File: src/rtl/pci_xlate_pkg.sv
package pci_xlate_pkg;

    typedef enum logic [2:0] {
        ST_IDLE,
        ST_CHECK,
        ST_RD,
        ST_WR,
        ST_DONE
    } xl_state_e;

    localparam int unsigned DW = 32;
    localparam logic [DW-1:0] ALL_ONES = {DW{1'b1}};

endpackage

File: src/rtl/xl_addr_gen.sv
module xl_addr_gen #(
    parameter int unsigned BUS_W     = 8,
    parameter int unsigned DEV_W     = 5,
    parameter int unsigned FUNC_W    = 3,
    parameter int unsigned OFF_W     = 8,
    parameter int unsigned SLOT_MAX  = 16,
    parameter int unsigned WIN_SPLIT = 26,
    parameter logic [31:0] CFG_BASE  = 32'h0C00_0000,
    parameter logic [31:0] T0_CODE   = 32'h0000_0002,
    parameter logic [31:0] T1_CODE   = 32'h0000_0003
) (
    input  logic [BUS_W-1:0]  bus_no,
    input  logic [DEV_W-1:0]  dev_no,
    input  logic [FUNC_W-1:0] func_no,
    input  logic [OFF_W-1:0]  offset,
    input  logic [2:0]        size,
    input  logic              cb_mode,
    output logic              legal,
    output logic [31:0]       addr,
    output logic [31:0]       win
);
    localparam logic [31:0] WIN_MASK = ~((32'd1 << WIN_SPLIT) - 32'd1);
    localparam int unsigned SH_W     = DEV_W + 1;
    localparam int unsigned IDSEL_LO = 16;

    logic        size_ok;
    logic        crosses;
    logic        slot_bad;
    logic        cb_bad;
    logic [3:0]  span_end;
    logic [31:0] idsel;
    logic [31:0] dw_off;

    always_comb begin
        size_ok  = (size == 3'd1) || (size == 3'd2) || (size == 3'd4);
        span_end = {2'b00, offset[1:0]} + {1'b0, size};
        crosses  = span_end > 4'd4;
        slot_bad = (bus_no == '0) && (32'(dev_no) >= SLOT_MAX);
        cb_bad   = cb_mode && (dev_no != '0);
        legal    = size_ok && !crosses && !slot_bad && !cb_bad;

        idsel    = 32'd1 << ({1'b0, dev_no} + SH_W'(IDSEL_LO));
        dw_off   = {24'd0, offset[7:2], 2'b00};

        if (bus_no == '0) begin
            win  = T0_CODE | (idsel & WIN_MASK);
            addr = CFG_BASE | (idsel & ~WIN_MASK)
                 | (32'(func_no) << 8) | dw_off;
        end else begin
            win  = T1_CODE;
            addr = CFG_BASE | (32'(bus_no) << 16) | (32'(dev_no) << 11)
                 | (32'(func_no) << 8) | dw_off;
        end
    end
endmodule

File: src/rtl/xl_lane_unit.sv
module xl_lane_unit (
    input  logic [31:0] fetched,
    input  logic [31:0] new_data,
    input  logic [1:0]  byte_sel,
    input  logic [2:0]  size,
    output logic [31:0] aligned,
    output logic [31:0] merged
);
    logic [4:0]  shamt;
    logic [31:0] shifted;
    logic [31:0] lane_mask;

    always_comb begin
        shamt   = {byte_sel, 3'b000};
        shifted = fetched >> shamt;
        unique case (size)
            3'd1:    aligned = {24'd0, shifted[7:0]};
            3'd2:    aligned = {16'd0, shifted[15:0]};
            default: aligned = shifted;
        endcase

        unique case (size)
            3'd1:    lane_mask = 32'h0000_00FF << shamt;
            3'd2:    lane_mask = 32'h0000_FFFF << shamt;
            default: lane_mask = 32'hFFFF_FFFF;
        endcase
        merged = (fetched & ~lane_mask) | ((new_data << shamt) & lane_mask);
    end
endmodule

File: src/rtl/pci_cfg_xlate.sv
module pci_cfg_xlate
    import pci_xlate_pkg::*;
#(
    parameter int unsigned BUS_W     = 8,
    parameter int unsigned DEV_W     = 5,
    parameter int unsigned FUNC_W    = 3,
    parameter int unsigned OFF_W     = 8,
    parameter int unsigned SLOT_MAX  = 16,
    parameter int unsigned WIN_SPLIT = 26,
    parameter logic [31:0] CFG_BASE  = 32'h0C00_0000,
    parameter logic [31:0] T0_CODE   = 32'h0000_0002,
    parameter logic [31:0] T1_CODE   = 32'h0000_0003
) (
    input  logic              clk,
    input  logic              rst_n,
    input  logic              req_valid,
    output logic              req_ready,
    input  logic              req_write,
    input  logic [BUS_W-1:0]  req_bus,
    input  logic [DEV_W-1:0]  req_dev,
    input  logic [FUNC_W-1:0] req_func,
    input  logic [OFF_W-1:0]  req_off,
    input  logic [2:0]        req_size,
    input  logic [31:0]       req_wdata,
    input  logic              cardbus_mode,
    output logic              done,
    output logic              err,
    output logic [31:0]       rdata,
    output logic              bus_req,
    output logic              bus_we,
    output logic [31:0]       bus_addr,
    output logic [31:0]       bus_win,
    output logic [31:0]       bus_wdata,
    input  logic [31:0]       bus_rdata,
    input  logic              bus_ack,
    input  logic              bus_err
);
    xl_state_e st, st_nx;

    logic              q_write;
    logic [BUS_W-1:0]  q_bus;
    logic [DEV_W-1:0]  q_dev;
    logic [FUNC_W-1:0] q_func;
    logic [OFF_W-1:0]  q_off;
    logic [2:0]        q_size;
    logic [31:0]       q_wdata;
    logic              q_cb;
    logic [31:0]       store_q;
    logic [31:0]       rdata_q;
    logic              err_q;

    logic              legal;
    logic [31:0]       calc_addr;
    logic [31:0]       calc_win;
    logic [31:0]       aligned;
    logic [31:0]       merged;

    xl_addr_gen #(
        .BUS_W(BUS_W), .DEV_W(DEV_W), .FUNC_W(FUNC_W), .OFF_W(OFF_W),
        .SLOT_MAX(SLOT_MAX), .WIN_SPLIT(WIN_SPLIT), .CFG_BASE(CFG_BASE),
        .T0_CODE(T0_CODE), .T1_CODE(T1_CODE)
    ) i_addr (
        .bus_no (q_bus),
        .dev_no (q_dev),
        .func_no(q_func),
        .offset (q_off),
        .size   (q_size),
        .cb_mode(q_cb),
        .legal  (legal),
        .addr   (calc_addr),
        .win    (calc_win)
    );

    xl_lane_unit i_lane (
        .fetched (bus_rdata),
        .new_data(q_wdata),
        .byte_sel(q_off[1:0]),
        .size    (q_size),
        .aligned (aligned),
        .merged  (merged)
    );

    // state register
    always_ff @(posedge clk) begin
        if (!rst_n) st <= ST_IDLE;
        else        st <= st_nx;
    end

    // next-state logic
    always_comb begin
        st_nx = st;
        unique case (st)
            ST_IDLE:  if (req_valid) st_nx = ST_CHECK;
            ST_CHECK: begin
                if (!legal)                          st_nx = ST_DONE;
                else if (q_write && q_size == 3'd4)  st_nx = ST_WR;
                else                                 st_nx = ST_RD;
            end
            ST_RD: begin
                if (bus_ack) begin
                    if (bus_err)      st_nx = ST_DONE;
                    else if (q_write) st_nx = ST_WR;
                    else              st_nx = ST_DONE;
                end
            end
            ST_WR:    if (bus_ack) st_nx = ST_DONE;
            ST_DONE:  st_nx = ST_IDLE;
            default:  st_nx = ST_IDLE;
        endcase
    end

    // request capture and result registers
    always_ff @(posedge clk) begin
        if (!rst_n) begin
            q_write <= 1'b0;
            q_bus   <= '0;
            q_dev   <= '0;
            q_func  <= '0;
            q_off   <= '0;
            q_size  <= '0;
            q_wdata <= '0;
            q_cb    <= 1'b0;
            store_q <= '0;
            rdata_q <= '0;
            err_q   <= 1'b0;
        end else begin
            unique case (st)
                ST_IDLE: begin
                    if (req_valid) begin
                        q_write <= req_write;
                        q_bus   <= req_bus;
                        q_dev   <= req_dev;
                        q_func  <= req_func;
                        q_off   <= req_off;
                        q_size  <= req_size;
                        q_wdata <= req_wdata;
                        q_cb    <= cardbus_mode;
                        err_q   <= 1'b0;
                        rdata_q <= '0;
                    end
                end
                ST_CHECK: begin
                    if (!legal) err_q <= 1'b1;
                    store_q <= q_wdata;
                end
                ST_RD: begin
                    if (bus_ack) begin
                        if (bus_err) begin
                            err_q   <= 1'b1;
                            rdata_q <= ALL_ONES;
                        end else if (q_write) begin
                            store_q <= merged;
                        end else begin
                            rdata_q <= aligned;
                        end
                    end
                end
                ST_WR: begin
                    if (bus_ack && bus_err) begin
                        err_q   <= 1'b1;
                        rdata_q <= ALL_ONES;
                    end
                end
                default: ;
            endcase
        end
    end

    // outputs
    always_comb begin
        req_ready = (st == ST_IDLE);
        done      = (st == ST_DONE);
        bus_req   = (st == ST_RD) || (st == ST_WR);
        bus_we    = (st == ST_WR);
        bus_addr  = calc_addr;
        bus_win   = calc_win;
        bus_wdata = store_q;
        rdata     = rdata_q;
        err       = err_q;
    end
endmodule

File: config.mk
export PLATFORM = sky130hd
export DESIGN_NAME = pci_cfg_xlate
export DESIGN_NICKNAME = d
export VERILOG_FILES = /design/src/rtl/pci_xlate_pkg.sv /design/src/rtl/xl_addr_gen.sv /design/src/rtl/xl_lane_unit.sv /design/src/rtl/pci_cfg_xlate.sv
export SDC_FILE = /design/constraint.sdc
export NUM_CORES = 1
export LEC_CHECK = 0
export ABC_AREA = 0
export CAP_MARGIN = 20
export CORE_MARGIN = 2
export CORE_UTILIZATION = 48
export DETAILED_ROUTE_END_ITERATION = 10
export GPL_TIMING_DRIVEN = 0
export PLACE_DENSITY = 0.82
export SETUP_SLACK_MARGIN = 0.02
export SKIP_CTS_REPAIR_TIMING = 1
export SYNTH_ARGS = -nofsm -noshare
export SYNTH_HDL_FRONTEND = slang
export SYNTH_HIERARCHICAL = 1
export SYNTH_SLANG_ARGS = --single-unit
File: constraint.sdc
create_clock -name clk -period 2.8 [get_ports clk]
set_clock_uncertainty 0.05 [all_clocks]
set_input_delay 0.28 -clock clk [delete_from_list [all_inputs] [get_ports clk]]
set_output_delay 0.28 -clock clk [all_outputs]
set_load 0.05 [all_outputs]
# Yosys cells after proc, flatten, opt, wreduce, memory -nomap -nowiden
# Cells that the tools add are included.
# word_totals
regBits	129
wordCells	98
in_bits	98
# op_classes
mux	28
order_cmp	2
eq_ne	16
n_shift	5
n_addsub	2
reduce_logical	24
bitwise_logic	9
# op_table
op	count
2-to-1 mux 32 bit	10
case mux 32 bit (2 select lines)	3
case mux 32 bit (3 select lines)	1
AND 32 bit	2
bitwise OR 32 x 8 -> 32 bit	2
bitwise OR 28 x 11 -> 28 bit	2
NOT 32 bit	1
bitwise OR 32 bit	1
left shift 1 x 6 -> 32 bit (first input constant)	1
left shift 16 x 5 -> 32 bit (first input constant)	1
left shift 32 x 5 -> 32 bit	1
left shift 8 x 5 -> 32 bit (first input constant)	1
right shift 32 x 5 -> 32 bit	1
bitwise OR 28 x 16 -> 28 bit	1
2-to-1 mux 3 bit	6
!= test 2 bit (second input constant)	6
case mux 3 bit (4 select lines)	1
equality test 3 x 2 -> 1 bit (second input constant)	3
zero test 8 bit	1
logical AND 1 bit	7
adder 5 x 5 -> 6 bit (second input constant)	1
equality test 3 x 1 -> 1 bit (second input constant)	2
equality test 3 bit (second input constant)	2
2-to-1 mux 1 bit	6
18 further kinds	23

# Longest topological paths before layout
# depth
ltp_word	9
mapped_depth	10

# Cells and area by module
# Netlist, hierarchy kept.
# by_module_without_submodules
module	n_inst	cells_each	area_per_inst_um2	seq_area_each_um2
pci_cfg_xlate	1	596	5345.1	2582.5
xl_lane_unit	1	207	1503.9	0.0
xl_addr_gen	1	92	615.6	0.0

# Worst setup path after synthesis
# OpenSTA, ideal clock, no wires.
# synth_path
kind	register -> register
from	reg st[2]
to	reg q_bus[0]
slack_ns	0.212
setup_ns	0.122
stages_incl_launch_ff	7
path_buffers	2
arrival_ns	2.416
cell_sequence	dfxtp_1 > buf_2 > nor3_1 > nand2_1 > clkbuf_1 > nand2_1 > a21boi_0
# synth_via
elab_chain_cells	2
# synth_rtl
item	line	source
start: declaration	pci_cfg_xlate.sv:38	xl_state_e st, st_nx;
start signal: assignment	pci_cfg_xlate.sv:86	else st <= st_nx;
zero test 3 bit	n/a	
named net req_ready	pci_cfg_xlate.sv:17	output logic req_ready,
AND reduction 2 bit (no line)	n/a	
end signal: assignment	pci_cfg_xlate.sv:131	q_bus <= req_bus;
end: declaration	pci_cfg_xlate.sv:41	logic [BUS_W-1:0] q_bus;
# The timed path passes the listed nets, and every way through them passes these cells.
# A chain may end at the register's enable or synchronous reset.

# Final worst setup path
# layout_path
from	reg q_bus[5]
to	out bus_addr[25]
# layout_via
elab_chain_cells	2
# layout_rtl
item	line	source
zero test 8 bit	xl_addr_gen.sv:45	if (bus_no == '0) begin
2-to-1 mux 32 bit	xl_addr_gen.sv:45	
end: declaration	pci_cfg_xlate.sv:31	output logic [31:0] bus_addr,
# No other way between the ends.

==> summary.txt <==
Worst hold path
  – Hold path depth: 3
  – Hold Crit Start: req_size[2]
  – Terminating pin of the worst hold path: q_size[2]$_SDFFE_PN0P_
  – Worst hold-check path type: primary input to register

Synthesis
  – Main combinational cell family by area after synthesis: compound AO/OA/AOI/OAI gates
  – Area share of the largest cell type after synthesis: 0.346
  – Synthesized netlist cell count: 895
  – Leading cell types by total area after synthesis: dfxtp_1 (35%), nand2_1 (10%), mux2i_1 (8.6%), a21boi_0 (6.1%), o211a_1 (4.4%)
  – Leading cell type by number of instances after synthesis: nand2_1
  – Fraction of the yosys area taken by sequential cells: 0.346
  – Number of distinct library cell variants in the gate-level netlist after synthesis: slightly below 60
  – Synth top cells by count: nand2_1 (201), dfxtp_1 (129), mux2i_1 (64)
  – Share of synthesized flip-flops with an asynchronous set or reset: 0
  – Fraction of the mapped netlist area in adder cells: 0.00738
  – Mean instance size in the synthesized netlist: between 8 and 9 µm²
  – Number of flops mapped to enable cells by yosys: 0
  – Synth Warn #: 6
  – Area of the mapped netlist: 7460 µm²
  – Multiplexer share of the synthesized area: 0.114
  – Biggest area consumer among synthesized cells: dfxtp_1
  – Compound-cell area share of the yosys netlist: 0.251
  – Primary flip-flop cell chosen by synthesis mapping: dfxtp_1
  – Post-Synth XOR/XNOR Area: 0
  – Post-synthesis simple-gate area fraction: 0.183
  – Total of flip-flops plus latches after synthesis: 129

Worst setup path
  – WP data arrival: around 2.3 ns
  – Reg-to-Reg Start: q_size[0]$_SDFFE_PN0P_
  – Reg-to-reg setup timing slack: about 0.28 ns
  – Slowest stage delay, CP: approximately 0.51 ns
  – Critical path buffer and inverter count: 2
  – Setup CP Type: register to output port
  – Worst path slowest cell: or4b_4
  – Startpoint kind of the worst setup timing path: register
  – List of cells traversed by the critical path: nor4_1, and2_2, inv_2, or4b_4, nor2_1, clkbuf_2
  – Count of cells along the worst register-to-register path: 8
  – Required time of the critical path: roughly 2.5 ns
  – Type of element capturing the critical path: output port
  – Top fanout value on the critical path: 7
  – Category of cells accounting for the largest share of critical-path delay: simple AND/OR/NAND/NOR gates
  – End of the worst register-to-register path: st[0]$_SDFFE_PN0P_

GRT
  – Via count of the first global-routing pass: around 6,700
  – Overall routing resource usage: 0.281
  – Largest net degree at the start of global routing: 17
  – Antenna violations before repair: 0
  – Global-route wire length before repair: 36,300 µm
  – Overflow after GRT: 0

Placed design
  – Total half-perimeter wirelength after legalization and detailed placement: 18,200 µm
  – Post-Place Cells: 1,311
  – Port Buffers: ~200
  – Gp weighted congestion: 0.934
  – Worst Setup Slack post-DPL: approximately 0.15 ns

Clocking
  – Number of clock buffers inserted by TritonCTS: 17
  – Clk Tree Root Cell: clkbuf_16
  – Clock H-tree levels: 4
  – Clk_lat worst skew: 0.42 ns
  – Clock-pin slew on the worst setup and hold paths: 0.06 ns
  – Clock tree from TritonCTS: done
  – Largest buffer count on any clock path: 2
  – Number of clock sinks: between 100 and 150

Die
  – Width of the die: 129 µm
  – Number of placed I/O pins: between 200 and 250
  – Die boundary height: 129 µm
  – Initial core utilization: 0.491
  – Standard-cell row count: 45
  – Die Footprint: between 15,000 and 20,000 µm²
  – Area of the placeable core: 15,200 µm²

Drt
  – Top routing layer used: met4
  – Average wire per cell in the routed design: 17.4 µm
  – 1st-iter DRT viols: 586
  – Met3 routed WL: 1500 µm
  – Antenna-violating nets left: 0
  – Number of vias per cell after detailed routing: 5.37
  – Routed wire length: 23,300 µm
  – M1 WL: 10,700 µm
  – Vias after detailed routing: just over 7,000
  – Post-route DRC: 0
  – Detailed-routing iteration count for the pre-antenna-repair pass: 5
  – Detail Route met2 WL: ~11,000 µm

Finish
  – Final Instance Count excl. Fillers: 1,343
  – Final layout net count: between 1,000 and 1,500
  – Number of diodes added for antenna fixing: 0
  – Final design utilization: 0.681
  – Area added between synthesis and finish: 38.7%
  – Sequential cell area: 2580 µm²
  – Share of post-route cells with drive strength above 1: 0.127
  – Fill cell instance count of the final layout: 1,285
  – Total area of multi-input combinational cells: roughly 4300 µm²

Run status
  – Status: completed

Power
  – Total design power: 6460 µW
  – Areal power density over the cells: 624 nW/µm²
  – Largest vdd supply drop: 0.493 mV
  – Leak: 0.00439 µW

Timing
  – Pin slew with the least headroom to its limit: between 0.9 and 1 ns
  – Min Tclk post-route: 2.58 ns
  – Least setup slack across all paths after layout: approximately 0.22 ns
  – Crit share post-route: 0.923
  – Number of setup violations in the final report: 0
  – Final Hold Viols: 0
  – Setup TNS after final layout: 0 ns
  – Max Slew Vio Count: 0
  – RSZ-0062 raised after global routing: no
  – Highest Clock Rate: about 0.39 GHz
  – Worst slew margin: 0.350

Run
  – Max-cap violation count: 0
[cell families after synthesis]
kind of cell	Yosys count
mux	80
flops	129
compound gates	253
simple gates	308
fa+ha+maj	4
buf+inv	119
other cells	2
[per-stage QoR]
stage | hold slack, ns | cell area [µm²]
final | 0.366 | 10300
after CTS | 0.359 | 10300
after global placement | 0.391 | 9790
after floorplan | 0.375 | 7580
after global routing | 0.378 | 10300
after detailed placement | 0.394 | 9790
[power by group]
| group | total (µW) | internal [µW] | leakage (µW) | switching (µW) |
|---|---|---|---|---|
| Combinational | 2240 | 867 | 0.00308 | 1370 |
| Sequential | 2160 | 2010 | 0.00105 | 155 |
| Clock | 2050 | 1200 | 0.000254 | 850 |
[sequential cells by signal, summed over array words and instances, names as in the netlist]
name / count
q_wdata: 32
q_dev: 5
q_off: 8
bus_wdata: 32
q_func: 3
rdata: 32
q_write: 1
q_size: 3
q_bus: 8
st: 3
err: 1
q_cb: 1
[worst reg2reg max path, cell delays in order, from the launching register on]
cell     delay, ns
dfxtp_1       0.52
ha_1          0.25
fa_1          0.41
nor2_1        0.12
o211a_1       0.18
nand2_1       0.07
or3_1         0.34
o41a_1        0.38
o21ai_1       0.12
[per-layer routing]
layer | up-vias | track usage
li1 | 3536 | -
met1 | 3373 | 0.396
met2 | 266 | 0.445
met3 | 42 | 0.0457
met4 | 0 | 0.0857
met5 | - | 0
[worst max path at each step]
stage / startpoint / to / depth (start not counted)
after floorplan: st[2]$_SDFFE_PN0P_ / q_bus[0]$_SDFFE_PN0P_ / 6
after global placement: q_bus[5]$_SDFFE_PN0P_ / bus_win[26] / 6
after detailed placement: q_bus[5]$_SDFFE_PN0P_ / bus_win[26] / 6
after CTS: q_bus[5]$_SDFFE_PN0P_ / bus_win[26] / 6
after global routing: q_bus[5]$_SDFFE_PN0P_ / bus_addr[24] / 6
final: q_bus[5]$_SDFFE_PN0P_ / bus_addr[25] / 6
[layout make-up]
class	count	area share
Buffer	115	0.0685
Clock buffer	21	0.0455
Clock inverter	11	0.00786
Inverter	4	0.00145
Multi-Input combinational cell	678	0.413
Sequential cell	129	0.250
Tap cell	188	0.0227
Timing Repair Buffer	197	0.191
[cell usage in the layout (no fill, tap or decap), types with 11 or more instances in the layout]
cell type        netlist  layout
o211ai_1              32      32
buf_4                 36      36
clkdlybuf4s50_1        0     181
nand2_1              201     201
a21oi_1               31      31
clkbuf_1              40      41
dfxtp_1              129     129
o211a_1               33      33
conb_1                 2      33
buf_6                 15      15
buf_2                 21      22
dlymetal6s2s_1         0      12
and2_1                11      11
o21ai_1               16      16
o21ai_0               27      27
nor2b_1               20      20
clkbuf_16              0      17
nor2_1                38      38
mux2i_1               64      64
a21boi_0              61      61
a211oi_1              16      16
Note: power is estimated with default switching activity, not from simulation.
